--- config.mk ---
export PLATFORM = sky130hd
export DESIGN_NAME = atop_unit
export DESIGN_NICKNAME = d
export VERILOG_FILES = /design/src/rtl/atop_pkg.sv /design/src/rtl/atop_decode.sv /design/src/rtl/atop_lane_alu.sv /design/src/rtl/atop_cas.sv /design/src/rtl/atop_unit.sv
export SDC_FILE = /design/constraint.sdc
export NUM_CORES = 2
export LEC_CHECK = 0
export BUFFER_PORTS_ARGS = -buffer_cell sky130_fd_sc_hd__buf_2
export CAP_MARGIN = 20
export CORE_ASPECT_RATIO = 1.75
export CORE_MARGIN = 10
export CORE_UTILIZATION = 40
export DETAILED_ROUTE_END_ITERATION = 7
export PLACE_DENSITY = 0.69
export SLEW_MARGIN = 20
export SYNTH_ARGS = -nofsm -noshare
export SYNTH_HDL_FRONTEND = slang
export SYNTH_SLANG_ARGS = --single-unit
--- constraint.sdc ---
create_clock -name clk -period 3.5 [get_ports clk]
set_clock_uncertainty 0.1 [all_clocks]
set_input_delay 0.525 -clock clk [delete_from_list [all_inputs] [get_ports clk]]
set_output_delay 0.525 -clock clk [all_outputs]
set_load 0.01 [all_outputs]
--- src/rtl/atop_pkg.sv ---
package atop_pkg;

  typedef enum logic [1:0] {
    CL_NONE  = 2'b00,
    CL_STORE = 2'b01,
    CL_LOAD  = 2'b10,
    CL_XCHG  = 2'b11
  } op_class_e;

  typedef enum logic [2:0] {
    OP_ADD  = 3'd0,
    OP_CLR  = 3'd1,
    OP_EOR  = 3'd2,
    OP_SET  = 3'd3,
    OP_SMAX = 3'd4,
    OP_SMIN = 3'd5,
    OP_UMAX = 3'd6,
    OP_UMIN = 3'd7
  } alu_op_e;

  localparam int unsigned LANE_BYTES = 8;
  localparam int unsigned LANE_W     = 8 * LANE_BYTES;

  typedef logic [LANE_W-1:0] lane_t;

  // Byte enable pattern of a 2^sz-byte lane
  function automatic lane_t lane_mask(logic [1:0] sz);
    lane_t m;
    m = '0;
    for (int i = 0; i < int'(LANE_BYTES); i++) begin
      if (i < (1 << sz)) m[8*i +: 8] = 8'hFF;
    end
    return m;
  endfunction

  // Mirror the low 2^sz bytes; bytes above are zero
  function automatic lane_t byte_rev(lane_t x, logic [1:0] sz);
    lane_t r;
    int n;
    r = '0;
    n = 1 << sz;
    for (int i = 0; i < int'(LANE_BYTES); i++) begin
      if (i < n) r[8*i +: 8] = x[8*(n-1-i) +: 8];
    end
    return r;
  endfunction

  // Sign extension from the top bit of the 2^sz-byte lane
  function automatic lane_t sext(lane_t x, logic [1:0] sz);
    case (sz)
      2'd0:    return {{56{x[7]}},  x[7:0]};
      2'd1:    return {{48{x[15]}}, x[15:0]};
      2'd2:    return {{32{x[31]}}, x[31:0]};
      default: return x;
    endcase
  endfunction

  function automatic logic op_is_arith(alu_op_e op);
    return !(op == OP_CLR || op == OP_EOR || op == OP_SET);
  endfunction

  // Read-modify-write operation; a = memory, b = operand
  function automatic lane_t lane_op(alu_op_e op, lane_t a, lane_t b, logic [1:0] sz);
    lane_t m, ua, ub, sa, sb;
    m  = lane_mask(sz);
    ua = a & m;
    ub = b & m;
    sa = sext(a, sz);
    sb = sext(b, sz);
    case (op)
      OP_ADD:  return a + b;
      OP_CLR:  return a & ~b;
      OP_EOR:  return a ^ b;
      OP_SET:  return a | b;
      OP_SMAX: return ($signed(sa) >= $signed(sb)) ? a : b;
      OP_SMIN: return ($signed(sa) <= $signed(sb)) ? a : b;
      OP_UMAX: return (ua >= ub) ? a : b;
      default: return (ua <= ub) ? a : b;
    endcase
  endfunction

endpackage

--- src/rtl/atop_decode.sv ---
module atop_decode
  import atop_pkg::*;
#(
  parameter int unsigned SWAP_MAX = 3,
  parameter int unsigned CAS_MAX  = 3
) (
  input  logic [5:0] opcode,
  input  logic [2:0] size,
  output op_class_e  cls,
  output alu_op_e    op,
  output logic       rev_en,
  output logic       is_swap,
  output logic       is_cas,
  output logic       is_lane,
  output logic       has_rdata,
  output logic       err
);

  logic xchg, lane_cls, reserved, size_bad;

  always_comb begin
    cls      = op_class_e'(opcode[5:4]);
    op       = alu_op_e'(opcode[2:0]);
    xchg     = (cls == CL_XCHG);
    lane_cls = (cls == CL_STORE) || (cls == CL_LOAD);
    reserved = xchg && (opcode[3:1] != 3'd0);
    if (lane_cls)
      size_bad = (32'(size) > 32'd3);
    else if (xchg)
      size_bad = opcode[0] ? (32'(size) > CAS_MAX) : (32'(size) > SWAP_MAX);
    else
      size_bad = 1'b0;
    err       = reserved || size_bad;
    is_swap   = xchg && !err && !opcode[0];
    is_cas    = xchg && !err && opcode[0];
    is_lane   = lane_cls && !err;
    rev_en    = is_lane && opcode[3] && op_is_arith(op);
    has_rdata = opcode[5] && !err;
  end

endmodule

--- src/rtl/atop_lane_alu.sv ---
module atop_lane_alu
  import atop_pkg::*;
(
  input  alu_op_e    op,
  input  logic       rev_en,
  input  logic [1:0] sz,
  input  lane_t      mem_lane,
  input  lane_t      opnd_lane,
  output lane_t      res_lane
);

  lane_t a_in, b_in, raw;

  always_comb begin
    a_in     = rev_en ? byte_rev(mem_lane, sz)  : mem_lane;
    b_in     = rev_en ? byte_rev(opnd_lane, sz) : opnd_lane;
    raw      = lane_op(op, a_in, b_in, sz) & lane_mask(sz);
    res_lane = rev_en ? byte_rev(raw, sz) : raw;
  end

endmodule

--- src/rtl/atop_cas.sv ---
module atop_cas #(
  parameter int unsigned WORD_BYTES = 8,
  localparam int unsigned W = 8 * WORD_BYTES
) (
  input  logic [2:0]   size,
  input  logic [W-1:0] mem_word,
  input  logic [2*W-1:0] operand,
  output logic [W-1:0] word_mask,
  output logic [W-1:0] swap_val,
  output logic         match
);

  int n;

  always_comb begin
    n         = 1 << size;
    word_mask = '0;
    swap_val  = '0;
    for (int i = 0; i < int'(WORD_BYTES); i++) begin
      if (i < n) begin
        word_mask[8*i +: 8] = 8'hFF;
        swap_val[8*i +: 8]  = operand[8*(i+n) +: 8];
      end
    end
    match = (((mem_word ^ operand[W-1:0]) & word_mask) == '0);
  end

endmodule

--- src/rtl/atop_unit.sv ---
module atop_unit
  import atop_pkg::*;
#(
  parameter int unsigned WORD_BYTES = 8,
  localparam int unsigned W  = 8 * WORD_BYTES,
  localparam int unsigned LG = $clog2(WORD_BYTES),
  localparam int unsigned SWAP_MAX = (LG < 3) ? LG : 3,
  localparam int unsigned CAS_MAX  = (LG < 4) ? LG : 4
) (
  input  logic           clk,
  input  logic           rst_n,
  input  logic           in_valid,
  input  logic [5:0]     in_opcode,
  input  logic [2:0]     in_size,
  input  logic [W-1:0]   in_mem_old,
  input  logic [2*W-1:0] in_operand,
  output logic           out_valid,
  output logic [W-1:0]   out_new,
  output logic [W-1:0]   out_ret,
  output logic           out_need_rdata,
  output logic           out_write,
  output logic           out_error
);

  op_class_e w_cls;
  alu_op_e   w_op;
  logic      w_rev, w_is_swap, w_is_cas, w_is_lane, w_has_rdata, w_err;
  logic      w_match;
  logic [W-1:0] w_mask, w_swap_val, w_new, w_ret;
  lane_t     w_lane_res, w_lane_mask;
  logic      w_write;

  atop_decode #(.SWAP_MAX(SWAP_MAX), .CAS_MAX(CAS_MAX)) u_dec (
    .opcode    (in_opcode),
    .size      (in_size),
    .cls       (w_cls),
    .op        (w_op),
    .rev_en    (w_rev),
    .is_swap   (w_is_swap),
    .is_cas    (w_is_cas),
    .is_lane   (w_is_lane),
    .has_rdata (w_has_rdata),
    .err       (w_err)
  );

  atop_lane_alu u_alu (
    .op        (w_op),
    .rev_en    (w_rev),
    .sz        (in_size[1:0]),
    .mem_lane  (in_mem_old[LANE_W-1:0]),
    .opnd_lane (in_operand[LANE_W-1:0]),
    .res_lane  (w_lane_res)
  );

  atop_cas #(.WORD_BYTES(WORD_BYTES)) u_cas (
    .size      (in_size),
    .mem_word  (in_mem_old),
    .operand   (in_operand),
    .word_mask (w_mask),
    .swap_val  (w_swap_val),
    .match     (w_match)
  );

  always_comb begin
    w_lane_mask = lane_mask(in_size[1:0]);
    w_new = in_mem_old;
    if (w_is_lane)
      w_new[LANE_W-1:0] = w_lane_res | (in_mem_old[LANE_W-1:0] & ~w_lane_mask);
    else if (w_is_swap || (w_is_cas && w_match))
      w_new = ((w_is_swap ? in_operand[W-1:0] : w_swap_val) & w_mask) | (in_mem_old & ~w_mask);
    w_write = w_is_lane || w_is_swap || (w_is_cas && w_match);
    w_ret   = w_has_rdata ? (in_mem_old & w_mask) : '0;
  end

  always_ff @(posedge clk or negedge rst_n) begin
    if (!rst_n) begin
      out_valid      <= 1'b0;
      out_new        <= '0;
      out_ret        <= '0;
      out_need_rdata <= 1'b0;
      out_write      <= 1'b0;
      out_error      <= 1'b0;
    end else begin
      out_valid      <= in_valid;
      out_need_rdata <= in_valid && w_has_rdata;
      out_write      <= in_valid && w_write;
      out_error      <= in_valid && w_err;
      if (in_valid) begin
        out_new <= w_new;
        out_ret <= w_ret;
      end
    end
  end


  valid_rise_chk: assert property (@(posedge clk) disable iff (!rst_n)
    in_valid |=> out_valid);

  valid_idle_chk: assert property (@(posedge clk) disable iff (!rst_n)
    !out_valid |-> (!out_write && !out_need_rdata && !out_error));

  err_quiet_chk: assert property (@(posedge clk) disable iff (!rst_n)
    out_error |-> (!out_write && !out_need_rdata));

  upper_kept_chk: assert property (@(posedge clk) disable iff (!rst_n)
    (in_valid && !w_err) |=> (((out_new ^ $past(in_mem_old)) & ~$past(w_mask)) == '0));

  rdata_bit5_chk: assert property (@(posedge clk) disable iff (!rst_n)
    out_need_rdata |-> $past(in_opcode[5]));

  cas_miss_chk: assert property (@(posedge clk) disable iff (!rst_n)
    (in_valid && w_is_cas && !w_match) |=> (!out_write && out_new == $past(in_mem_old)));

  none_quiet_chk: assert property (@(posedge clk) disable iff (!rst_n)
    (in_valid && in_opcode[5:4] == 2'b00) |=> (!out_write && !out_need_rdata && !out_error));

  kind_onehot_chk: assert property (@(posedge clk) disable iff (!rst_n)
    in_valid |-> $onehot0({w_is_swap, w_is_cas, w_is_lane, w_err}));

endmodule

==> results.py, run 1 <==
metrics = {
    "status": {
        "status": "aborted with a tool error",
        "stop_stage": "5_1_grt",
        "firstError": "[ERROR GRT-0116] Global routing finished with congestion. Check the congestion regions in the DRC Viewer.",
    },
    "yosys": {
        "ys_seq_elements": 132,
        "synth_edf_count": 0,
        "synth_ff_type": "dfrtp_1",
        "async_reset_ff_frac": 1.000,
        "yosysUniqueCellTypes": 99,
        "syn_avg_cell_area_um2": 7.145,
        "synth_top_area_share": 0.1095,
        "synthCells": 5327,
        "synth_area_leaders": "ha_1 11%, mux4_2 11%, dfrtp_1 8.7%",
        "synth-seq-area-share": 0.08679,
        "syn-num-nets": 5865,
        "synth_area_um2": 38060,
        "ys.warnings.count": 0,
        "yosysTopAreaCell": "ha_1",
    },
    "placed_design": {
        "gp_congestion": 1.278,
        "port_buffers": 335,
        "dp_hpwl_um": 273800,
        "dp_cells": 8234,
        "postPlaceCellArea_um2": 55310,
    },
    "clocking": {
        "htreeDepth": 4,
        "cts_buffer_depth": 2,
        "cts.sinks": 132,
        "cts-root-buf": "clkbuf_16",
        "cts_buffers": 17,
    },
    "die": {
        "die_w_um": 253.2,
        "die_y_um": 428.1,
        "row_count": 149,
        "pin_count": 336,
        "start_util": 0.4035,
    },
    "grt": {
        "grt_pass1_vias": 70110,
        "grt_pass1_wl_um": 612300,
        "grt-ovfl-total": 1210,
        "grt_max_degree": 68,
        "grt_use_total": 0.7466,
    },
}
-- through the flow --
| stage | hold WS (ns) | setup WS, ns |
|---|---|---|
| floorplan | 0.1294 | -3.283 |
| global placement | 0.3861 | -5.264 |
| detailed placement | 0.3860 | -5.242 |
| CTS | 0.2655 | -3.216 |
-- cells in the mapped netlist, types with 18 or more instances --
cell,instances
mux2_2,32
a22oi_1,151
nor4_1,34
nor2_1,425
nor2b_1,34
o21bai_1,28
inv_1,180
a2111oi_0,18
and2_1,19
nand2_1,745
a221oi_1,73
a21o_1,61
or3_1,29
xor2_1,45
o21ai_1,24
ha_1,333
xnor2_1,73
a221o_1,25
o211ai_1,59
a211oi_1,51
o31ai_1,38
o22ai_1,123
a31oi_1,47
a21oi_1,543
buf_2,36
o21a_1,28
clkbuf_1,414
buf_1,84
dfrtp_1,132
nand3_1,96
a22o_1,93
o221ai_1,36
o21ai_0,328
mux2i_1,257
and3_1,28
nand4_1,76
mux4_2,178
nor3_1,62
nand2b_1,24
-- timing repair --
item                                    CTS
hold buffers                              1
gates resized for setup                 555
endpoints found under the setup margin   65
endpoints found under the hold margin    56
pin swaps                               210
setup buffers                           124
gates cloned                             12
-- kinds of logic after synthesis --
kind of cell / after synthesis / share of synthesized area
xor gates and xnor gates: 118 / 0.02715
and+or+nand+nor: 1638 / 0.1899
DFF: 132 / 0.08679
adders and majority gates: 334 / 0.1100
AOI/OAI and AO/OA: 1900 / 0.3277
buffers and inverters: 736 / 0.07531
muxes: 469 / 0.1832
-- layer usage --
layer  GRT usage  GRT overflow
met1      0.7307             4
met2      0.9217           798
met3      0.5913            20
met4      0.7674           387
met5      0.2180             1
==> inputs of run 2 (changes only) <==
--- a/config.mk
+++ b/config.mk
@@ -7,11 +7,10 @@
 export LEC_CHECK = 0
 export BUFFER_PORTS_ARGS = -buffer_cell sky130_fd_sc_hd__buf_2
 export CAP_MARGIN = 20
-export CORE_ASPECT_RATIO = 1.75
 export CORE_MARGIN = 10
-export CORE_UTILIZATION = 40
+export CORE_UTILIZATION = 25
 export DETAILED_ROUTE_END_ITERATION = 7
-export PLACE_DENSITY = 0.69
+export PLACE_DENSITY_LB_ADDON = 0.15
 export SLEW_MARGIN = 20
 export SYNTH_ARGS = -nofsm -noshare
 export SYNTH_HDL_FRONTEND = slang
==> results.py, run 2 <==
metrics = {
    "placed_design": {
        "dp_cells": 9317,
        "gp_congestion": 1.072,
        "dp_hpwl_um": 313000,
        "port_buffers": 335,
    },
    "clocking": {
        "cts.sinks": 132,
        "cts-root-buf": "clkbuf_16",
        "clk-insertion-delay-late_ns": 0.54,
        "htreeDepth": 4,
        "cts_buffer_depth": 2,
        "clk_pin_slew_ns": 0.08,
        "cts_buffers": 17,
        "cts_tree": "built",
    },
    "yosys": {
        "synth-xor-area-share": 0.02715,
        "synth_edf_count": 0,
        "synth_area_um2": 38060,
        "synth_ff_type": "dfrtp_1",
        "async_reset_ff_frac": 1.000,
        "ys.warnings.count": 0,
        "synth_most_common_cell": "nand2_1",
        "synth_commonest_cells": "745 x nand2_1, 543 x a21oi_1, 425 x nor2_1",
        "synth-seq-area-share": 0.08679,
        "synth_area_leaders": "ha_1 11%, mux4_2 11%, dfrtp_1 8.7%",
        "syn-num-nets": 5865,
        "yosysUniqueCellTypes": 99,
        "synth_top_family_by_area": "compound AO/OA/AOI/OAI gates",
        "synth_top_area_share": 0.1095,
        "yosysTopAreaCell": "ha_1",
        "ys_seq_elements": 132,
        "muxShareOfSynthArea": 0.1832,
        "synthCells": 5327,
        "synthAdderAreaFrac": 0.1100,
        "synth_compound_area_frac": 0.3277,
        "syn_avg_cell_area_um2": 7.145,
        "synth-simple-area-share": 0.1899,
    },
    "setup_path": {
        "regToRegSetupSlack_ns": 1.45,
        "path_class": "in2reg",
        "cp-end-kind": "register",
        "path_max_fanout": 9,
        "crit_slowest_cell": "or4_4",
        "reg2reg_from": "out_new[6]",
        "max_stage_delay_ns": 0.50,
        "arrival_ns": 7.02,
        "crit_top_cell": "buf_12",
        "crit_path_start_kind": "primary input",
        "rr_worst_depth": 5,
        "cp.required_ns": 3.83,
        "timing.rr.end": "out_new[6]",
    },
    "power": {
        "leakage_nw": 29.06,
        "power_mw": 19.36,
        "powerDensity_nw_per_um2": 303.6,
        "vdd_ir_drop_max_mv": 0.4880,
    },
    "die": {
        "start_util": 0.2512,
        "core_area_um2": 151500,
        "row_count": 143,
        "pin_count": 336,
        "die_y_um": 410.2,
        "die_w_um": 410.2,
        "fp.dieArea_um2": 168300,
    },
    "hold_path": {
        "whs_path_depth": 2,
        "hold_end": "out_ret[20]",
        "hold_class": "in2reg",
        "hp-start": "in_mem_old[20]",
    },
    "sta": {
        "drv_slew": 0,
        "hold_viol_final": 0,
        "slew-limit-headroom": 0.3420,
        "min_period_ns": 6.686,
        "layout_setup_ws_ns": -3.186,
        "setup_violations": 64,
        "whs_ns": 0.2326,
        "max_freq_ghz": 0.1496,
        "post-route-period-util": 1.910,
        "worst_pin_slew_ns": 0.9833,
        "rsz0062_at_grt": "yes",
    },
    "status": {
        "violations": "negative setup slack",
        "status": "finished with violations",
    },
    "detailed_routing": {
        "drt_iter0_drc": 6578,
        "via_per_inst": 6.050,
        "drtPass1Iterations": 6,
        "routed_wl_um": 372300,
        "wl_per_cell_um": 39.34,
        "final_antenna_net_count": 0,
        "drc": 0,
        "vias": 57240,
    },
    "final_layout": {
        "drive_gt1_frac": 0.4494,
        "fill_cells": 15900,
        "final_cell_mix": "2,001 x buf_4, 719 x nand2_1, 483 x a21oi_1",
        "instances_no_fill": 9462,
        "area_growth_pct": 67.54,
        "nNetsFinal": 7942,
        "reg.largest.list": "out_new (64), out_ret (64)",
        "final_common_cell": "buf_4",
    },
    "grt": {
        "antenna_found_initial": 28,
        "grt_pass1_vias": 55470,
        "grt_pass1_wl_um": 492700,
        "grt_max_degree": 117,
        "grt-ovfl-total": 0,
        "grt_use_total": 0.4207,
    },
    "run": {
        "drv_cap": 0,
    },
}
## run 2: cell counts after synthesis
No cell type changed its count.
## run 2: where the power goes
part,internal (mW),leakage (nW),switching [mW]
Sequential,1.67,1.66,0.188
Clock,1.32,0.322,0.915
Combinational,6.45,27.1,8.82
## run 2: metrics by stage
step	setup TNS, ns	instance area, um^2	utilization	worst slack (ns)
3_5_place_dp	-297.88	58840	0.3883	-5.011
3_3_place_gp	-298.47	58830	0.3882	-5.111
4_1_cts	-185.94	61710	0.4072	-3.017
5_1_grt	-198.18	63740	0.4206	-3.268
6_report	-191.66	63770	0.4208	-3.186
2_1_floorplan	-201.78	38870	-	-3.283
## run 2: final cells by class
cell class                 instances  area [um^2]  share of cell area
multi-input combinational       4460        35230              0.5524
clock inverter                    12        201.4            0.003159
tap                             2030         2540             0.03983
sequential                       132         3303             0.05180
timing repair buffer            2602        21250              0.3332
clock buffer                      20        466.7            0.007318
antenna                           15        37.54           0.0005886
inverter                         191        750.7             0.01177
## run 2: cell families (layout without fill, tap and decap cells)
kind of cell	Yosys count	in the layout
buffers and inverters	736	2825
flip-flops	132	132
adder cells (fa/ha/maj)	334	334
AO/OA/AOI/OAI	1900	1900
XOR/XNOR	118	118
other	0	15
AND/OR/NAND/NOR	1638	1639
multiplexers	469	469
## run 2: what timing repair did
item	CTS	global route
gates cloned	6	1
endpoints found under the setup margin	65	65
pin swaps	89	173
hold buffers	1	0
buffers inserted	53	59
hold endpoints to repair	35	0
resized for setup	355	319
## run 2: worst max-delay path by stage
stage,startpoint,to,slack [ns]
2_1_floorplan,in_size[1],out_new[47],-3.28
3_3_place_gp,in_size[1],out_new[6],-5.11
3_5_place_dp,in_size[1],out_new[6],-5.01
4_1_cts,in_opcode[4],out_new[51],-3.02
5_1_grt,in_size[0],out_new[46],-3.27
6_report,in_size[1],out_new[49],-3.19
## run 2: layer usage
metal | track usage | wire, um
met1 | 0.5085 | 145000
met2 | 0.6564 | 162300
met3 | 0.09574 | 32320
met4 | 0.2975 | 32500
met5 | 0 | 161
## run 2: worst max-delay path: cells and delay by family
kind	cells	cell delay [ns]
AND/OR/NAND/NOR	7	1.79
multiplexers	1	0.34
AO/OA/AOI/OAI	10	1.74
buffers and inverters	13	1.84
adder cells (fa/ha/maj)	3	0.69
Note: power is estimated with default switching activity, not from simulation.
